### config.mk
export PLATFORM = sky130hd
export DESIGN_NAME = rm_unit
export DESIGN_NICKNAME = d
export VERILOG_FILES = /design/src/rtl/rm_pkg.sv /design/src/rtl/rm_decode.sv /design/src/rtl/rm_rotator.sv /design/src/rtl/rm_mask_gen.sv /design/src/rtl/rm_cond.sv /design/src/rtl/rm_unit.sv
export SDC_FILE = /design/constraint.sdc
export NUM_CORES = 1
export LEC_CHECK = 0
export BUFFER_PORTS_ARGS = -buffer_cell sky130_fd_sc_hd__buf_2
export CORE_ASPECT_RATIO = 0.75
export CORE_UTILIZATION = 52
export DETAILED_ROUTE_END_ITERATION = 12
export GPL_TIMING_DRIVEN = 0
export PLACE_DENSITY = 0.78
export SLEW_MARGIN = 30
export SYNTH_ARGS = -nofsm -noshare
export SYNTH_HDL_FRONTEND = slang
export SYNTH_HIERARCHICAL = 1
export SYNTH_SLANG_ARGS = --single-unit
### constraint.sdc
create_clock -name vclk -period 4.6
set_clock_uncertainty 0.15 [all_clocks]
set_input_delay 0.23 -clock vclk [all_inputs]
set_output_delay 0.23 -clock vclk [all_outputs]
set_load 0.02 [all_outputs]
### src/rtl/rm_pkg.sv
// Package: shared operation codes for the rotate-and-mask unit.
// Assumes a 4-bit operation select; codes 12..15 are reserved and illegal.
package rm_pkg;

    typedef enum logic [3:0] {
        OP_EXT_L   = 4'd0,
        OP_EXT_R   = 4'd1,
        OP_INS_L   = 4'd2,
        OP_INS_R   = 4'd3,
        OP_ROT_L   = 4'd4,
        OP_ROT_R   = 4'd5,
        OP_ROT_REG = 4'd6,
        OP_SHL     = 4'd7,
        OP_SHR     = 4'd8,
        OP_CLR_L   = 4'd9,
        OP_CLR_R   = 4'd10,
        OP_CLR_SHL = 4'd11
    } rm_op_e;

endpackage

### src/rtl/rm_decode.sv
// Module: rm_decode
// Converts an operation code plus field length n and position b into a
// rotate amount, mask begin/end indices (bit 0 = MSB), an insert-merge
// select and an operand-illegal flag. All index arithmetic is modulo WIDTH,
// so "WIDTH - 0" naturally becomes 0. Assumes WIDTH is a power of two.
module rm_decode #(
    parameter int WIDTH = 32,
    parameter int LW    = $clog2(WIDTH)
) (
    input  logic [3:0]    op_sel,
    input  logic [LW:0]   fld_len,
    input  logic [LW:0]   fld_pos,
    input  logic [LW-1:0] rot_amt,
    output logic [LW-1:0] sh,
    output logic [LW-1:0] mb,
    output logic [LW-1:0] me,
    output logic          merge,
    output logic          bad
);
    import rm_pkg::*;

    localparam logic [LW-1:0] TOP_IDX = LW'(WIDTH - 1);
    localparam logic [LW+1:0] FULL    = (LW+2)'(WIDTH);

    logic [LW+1:0] n_x, b_x, sum_x;
    logic [LW-1:0] n5, b5, s5;
    logic          n_big, b_big, fld_ok;

    // Widened operands, their sum and the basic range checks.
    always_comb begin
        n_x    = {1'b0, fld_len};
        b_x    = {1'b0, fld_pos};
        sum_x  = n_x + b_x;
        n5     = fld_len[LW-1:0];
        b5     = fld_pos[LW-1:0];
        s5     = sum_x[LW-1:0];
        n_big  = fld_len[LW];
        b_big  = fld_pos[LW];
        fld_ok = (fld_len != '0) && !n_big && (sum_x <= FULL);
    end

    // Per-operation rotate amount, mask bounds and legality.
    always_comb begin
        sh    = '0;
        mb    = '0;
        me    = TOP_IDX;
        merge = 1'b0;
        bad   = 1'b0;
        case (op_sel)
            OP_EXT_L: begin
                sh  = b5;
                me  = n5 - 1'b1;
                bad = !fld_ok;
            end
            OP_EXT_R: begin
                sh  = s5;
                mb  = '0 - n5;
                bad = !fld_ok;
            end
            OP_INS_L: begin
                sh    = '0 - b5;
                mb    = b5;
                me    = s5 - 1'b1;
                merge = 1'b1;
                bad   = !fld_ok;
            end
            OP_INS_R: begin
                sh    = '0 - s5;
                mb    = b5;
                me    = s5 - 1'b1;
                merge = 1'b1;
                bad   = !fld_ok;
            end
            OP_ROT_L: begin
                sh  = n5;
                bad = n_big;
            end
            OP_ROT_R: begin
                sh  = '0 - n5;
                bad = n_big;
            end
            OP_ROT_REG: begin
                sh  = rot_amt;
            end
            OP_SHL: begin
                sh  = n5;
                me  = TOP_IDX - n5;
                bad = n_big;
            end
            OP_SHR: begin
                sh  = '0 - n5;
                mb  = n5;
                bad = n_big;
            end
            OP_CLR_L: begin
                mb  = n5;
                bad = n_big;
            end
            OP_CLR_R: begin
                me  = TOP_IDX - n5;
                bad = n_big;
            end
            OP_CLR_SHL: begin
                sh  = n5;
                mb  = b5 - n5;
                me  = TOP_IDX - n5;
                bad = n_big || b_big || (b_x < n_x);
            end
            default: begin
                bad = 1'b1;
            end
        endcase
    end

    // Legal extract/insert masks never wrap around the word end.
    always_comb begin
        if (!bad && (op_sel <= 4'd3))
            a_r1_no_wrap: assert (mb <= me);
    end

endmodule

### src/rtl/rm_rotator.sv
// Module: rm_rotator
// Logarithmic rotate-left of a WIDTH-bit word, bit 0 being the MSB, so a
// left rotation moves bits toward the vector's high end. One stage per bit
// of the rotate amount; purely combinational.
module rm_rotator #(
    parameter int WIDTH = 32,
    parameter int LW    = $clog2(WIDTH)
) (
    input  logic [WIDTH-1:0] din,
    input  logic [LW-1:0]    amt,
    output logic [WIDTH-1:0] dout
);
    logic [WIDTH-1:0] stg [0:LW];

    assign stg[0] = din;

    for (genvar k = 0; k < LW; k++) begin : g_stage
        localparam int STEP = 1 << k;
        // Stage k rotates left by 2^k when amount bit k is set.
        always_comb begin
            if (amt[k])
                stg[k+1] = {stg[k][WIDTH-1-STEP:0], stg[k][WIDTH-1 -: STEP]};
            else
                stg[k+1] = stg[k];
        end
    end

    assign dout = stg[LW];

endmodule

### src/rtl/rm_mask_gen.sv
// Module: rm_mask_gen
// Builds a mask of ones from big-endian index mb through me inclusive.
// When mb > me the run wraps: indices mb..WIDTH-1 and 0..me are set.
module rm_mask_gen #(
    parameter int WIDTH = 32,
    parameter int LW    = $clog2(WIDTH)
) (
    input  logic [LW-1:0]    mb,
    input  logic [LW-1:0]    me,
    output logic [WIDTH-1:0] mask
);
    logic wrap;

    assign wrap = (mb > me);

    for (genvar i = 0; i < WIDTH; i++) begin : g_bit
        localparam logic [LW-1:0] IDX = LW'(i);
        // Big-endian index i maps to vector bit WIDTH-1-i.
        always_comb begin
            if (wrap)
                mask[WIDTH-1-i] = (IDX >= mb) || (IDX <= me);
            else
                mask[WIDTH-1-i] = (IDX >= mb) && (IDX <= me);
        end
    end

endmodule

### src/rtl/rm_cond.sv
// Module: rm_cond
// Sign/zero condition of a result word, gated by the record enable.
// Output order is {negative, positive, zero}; all zero when disabled.
module rm_cond #(
    parameter int WIDTH = 32
) (
    input  logic [WIDTH-1:0] value,
    input  logic             rec_en,
    output logic [2:0]       cond
);
    // Classify the value when recording is enabled.
    always_comb begin
        cond = 3'b000;
        if (rec_en) begin
            if (value == '0)
                cond = 3'b001;
            else if (value[WIDTH-1])
                cond = 3'b100;
            else
                cond = 3'b010;
        end
    end

    // at most one condition bit, none when recording is off.
    always_comb begin
        a_r9_cond_onehot: assert ($onehot0(cond));
        if (!rec_en)
            a_r9_cond_off: assert (cond == 3'b000);
    end

endmodule

### src/rtl/rm_unit.sv
// Module: rm_unit (top)
// Combinational rotate-then-mask bit-field unit. The decoder derives a
// rotate amount and mask bounds; insert ops keep the target outside the
// mask, all other ops zero it. An illegal operand forces a zero result.
// Assumes operands are stable within a cycle; no internal state.
module rm_unit #(
    parameter int WIDTH = 32,
    parameter int LW    = $clog2(WIDTH)
) (
    input  logic [3:0]       op_sel,
    input  logic [WIDTH-1:0] src,
    input  logic [WIDTH-1:0] tgt,
    input  logic [LW:0]      fld_len,
    input  logic [LW:0]      fld_pos,
    input  logic [LW-1:0]    rot_amt,
    input  logic             rec_en,
    output logic [WIDTH-1:0] result,
    output logic             bad_opnd,
    output logic [2:0]       cond
);
    import rm_pkg::*;

    logic [LW-1:0]    sh, mb, me;
    logic             merge;
    logic [WIDTH-1:0] rotated, mask, merged;

    rm_decode #(.WIDTH(WIDTH), .LW(LW)) u_decode (
        .op_sel  (op_sel),
        .fld_len (fld_len),
        .fld_pos (fld_pos),
        .rot_amt (rot_amt),
        .sh      (sh),
        .mb      (mb),
        .me      (me),
        .merge   (merge),
        .bad     (bad_opnd)
    );

    rm_rotator #(.WIDTH(WIDTH), .LW(LW)) u_rot (
        .din  (src),
        .amt  (sh),
        .dout (rotated)
    );

    rm_mask_gen #(.WIDTH(WIDTH), .LW(LW)) u_mask (
        .mb   (mb),
        .me   (me),
        .mask (mask)
    );

    // Merge the masked rotation with the old target (insert) or zeros.
    always_comb begin
        merged = rotated & mask;
        if (merge)
            merged = merged | (tgt & ~mask);
        result = bad_opnd ? '0 : merged;
    end

    rm_cond #(.WIDTH(WIDTH)) u_cond (
        .value  (result),
        .rec_en (rec_en),
        .cond   (cond)
    );

    // Port-level checks on the assembled result.
    always_comb begin
        if (bad_opnd)
            a_r8_bad_zero: assert (result == '0);
        if (!bad_opnd && (op_sel == OP_ROT_L || op_sel == OP_ROT_R || op_sel == OP_ROT_REG))
            a_r3_rot_keeps_ones: assert ($countones(result) == $countones(src));
        if (!bad_opnd && op_sel == OP_SHL)
            a_r5_shl_zero_fill: assert ((result & ~({WIDTH{1'b1}} << fld_len[LW-1:0])) == '0);
    end

endmodule

==> reports/results.ini <==
[layout]
fin_nets=864
layout-drive-gt1-share_pct=55.9
seq_cells=0
stdcell_area_um2=6900
fillers=673
nClkBuffers=0
antenna_cells=0
area_delta_synth_final_pct=38.1
seq_area_um2=0

[timing]
finalHoldViolCount=0
rsz0062_at_grt=true
fmax_mhz=190
worst_slack_ns=-0.650
slew_viol_final=0
period_minus_slack_ns=5.25
worst_pin_slew_ns=0.990
fin_tns_setup_ns=-1.47
setup_viol=5
relSlewSlack_pct=34.0
period_share_pct=114

[logic_synthesis]
yosysSeqAreaShare_pct=0
synth_cell_types=71
ys_warn_count=6
syn_nets=694
synth_cells=585
postSynthAreaPerCell_um2=8.54
netlist_area_um2=4990

[worst_hold_path]
hp-start=rec_en
min_path_type=input port to output port
hold_path_end=cond[2]
whs_path_depth=3

[power]
peakVddDrop_uv=130
seqPwrFrac_pct=0
p_sw_share_pct=52.8
power.switching_uw=881
p_comb_share_pct=100.0
clkPwrFrac_pct=0
intPower_uw=788
power_density_nw_per_um2=242
p_total_uw=1670
cellLeakagePower_uw=0.00268

[detailed_routing]
antenna_left=0
routedWlPerCell_um=24.1
wirelength_mm=21.3
drt-pass1-iter-count=6
num_vias=6135
drc_errors=0
drtIter0Drc=689
viasPerCell=6.96

[global_routing]
met2_usage_pct=63.4
grt_pass1_vias=5434
grt-ovfl-total=0
grt_pass1_wl_mm=30.9
antenna_found_initial=0
global_route.usage.met3_pct=9.60
grt_max_degree=19
track_usage_pct=40.6
met1_usage_pct=56.4
grt-busiest-layer=met2

[floorplan]
die_y_um=86.9
rows=30
ios=122
die_width_um=115
start_util_pct=54.3
die_area_um2=10000
coreArea_um2=9200

[worst_setup_path]
crit_required_ns=4.22
cp-start-kind=input port
crit_arrival_ns=4.87
worstSetupStartpoint=fld_len[0]
worst_setup_path_end_kind=output port
crit_fanout=7
worst-setup-path-type=input port to output port

[placement]
place_congestion=1.04
place_area_um2=6080
dp_hpwl_mm=15.9
port_buffers=121

[status]
violations=negative setup slack
status=complete, but fails checks

[flow_run]
maxCapViolCount=0

-- critical path, stage by stage --
cell and delay (ns):
buf_12 0.09, ha_4 0.12, inv_2 0.04, fa_2 0.62, buf_6 0.12, nand2_2 0.03
o21ai_1 0.07, ha_1 0.24, nand2_1 0.08, o221ai_2 0.09, a221o_1 0.32, buf_6 0.18
buf_12 0.14, mux4_2 0.48, buf_6 0.15, mux4_2 0.53, mux2_4 0.31, nand2_4 0.08
a21oi_4 0.06, nor4_2 0.29, and4_4 0.29, and3_4 0.18, buf_6 0.11
-- metal layers --
metal | vias up | share of wire (%) | routed length [µm]
met5 | - | 0 | 0
met4 | 0 | 3.6 | 771
met3 | 69 | 14 | 3040
met2 | 572 | 45 | 9620
met1 | 2886 | 37 | 7840
li1 | 2608 | - | -
-- worst max-delay path by stage --
stage	endpoint	cells after the start	slack, ns
floorplan	cond[0]	25	-0.06
global placement	cond[0]	27	-1.44
detailed placement	cond[0]	27	-1.48
CTS	cond[0]	26	-0.47
global route	cond[0]	23	-0.73
finish	cond[0]	23	-0.65
-- cell usage in the layout (no fill, tap or decap), types with 5 or more instances in the layout --
master	instances
buf_2	115
mux4_2	63
nand2_1	53
buf_4	49
nand3b_1	33
nor2_1	33
a21oi_1	30
maj3_2	28
mux2_2	27
buf_6	25
a21oi_2	19
a21oi_4	19
o21ai_0	18
ha_1	16
inv_1	14
clkbuf_1	12
o21ai_1	11
inv_2	9
nand3_1	9
and2_1	8
nor3_1	8
buf_12	7
nand2_2	6
nand2b_1	6
a21o_1	6
nor4_1	5
a22oi_1	5
ha_4	5
mux2_4	5
-- power groups by stage --
| stage | clock, µW | combinational [µW] | sequential (µW) |
|---|---|---|---|
| floorplan | 0 | 1000 | 0 |
| global placement | 0 | 1350 | 0 |
| detailed placement | 0 | 1370 | 0 |
| CTS | 0 | 1500 | 0 |
| global route | 0 | 1740 | 0 |
| finish | 0 | 1670 | 0 |
-- synthesized netlist by cell type, types with 4 or more instances --
master	instances	area share, %
a21o_1	6	0.90
a21oi_1	66	6.6
a221oi_1	4	0.70
a22oi_1	5	0.75
and2_1	8	1.0
buf_2	19	1.9
buf_6	12	2.7
clkbuf_1	16	1.2
ha_1	21	5.3
inv_1	20	1.5
inv_2	4	0.30
maj3_2	28	6.3
mux2_2	32	7.2
mux4_2	61	28
nand2_1	61	4.6
nand2b_1	6	0.75
nand3_1	9	0.90
nand3b_1	33	5.0
nor2_1	35	2.6
nor3_1	8	0.80
nor4_1	9	1.1
o21ai_0	21	2.1
o21ai_1	11	1.1
o31ai_1	4	0.60
or2_1	4	0.50
xnor2_1	8	1.4
xor2_1	4	0.70
-- logic make-up after synthesis --
| group | share of synthesized area [%] |
|---|---|
| buf+inv | 8.67 |
| xor+xnor | 2.43 |
| simple gates | 20.8 |
| mux | 36.7 |
| fa+ha+maj | 12.8 |
| compound gates | 18.6 |
-- repair_timing --
item                                    4_1_cts  5_1_grt
gates cloned                                  2        1
hold buffers                                  0        0
buffers inserted                             27       18
resized for setup                            66       51
endpoints found under the setup margin       35       35
pin swaps                                    18       33
-- per-stage QoR --
step | setup WS [ns] | util [%] | hold WS (ns) | cells
detailed placement | -1.48 | 66.1 | 0.668 | 834
finish | -0.650 | 75.0 | 0.671 | 881
global placement | -1.44 | 66.0 | 0.667 | 834
CTS | -0.474 | 71.1 | 0.670 | 862
floorplan | -0.0554 | - | 0.459 | 585
global route | -0.727 | 75.0 | 0.716 | 881
-- final cells by class --
type | count | area (µm²) | area share [%]
multi-input combinational | 509 | 5090 | 73.9
buffer | 50 | 393 | 5.70
inverter | 25 | 111 | 1.61
timing repair buffer | 169 | 1140 | 16.5
tap | 128 | 160 | 2.32
Note: power is estimated with default switching activity, not from simulation.
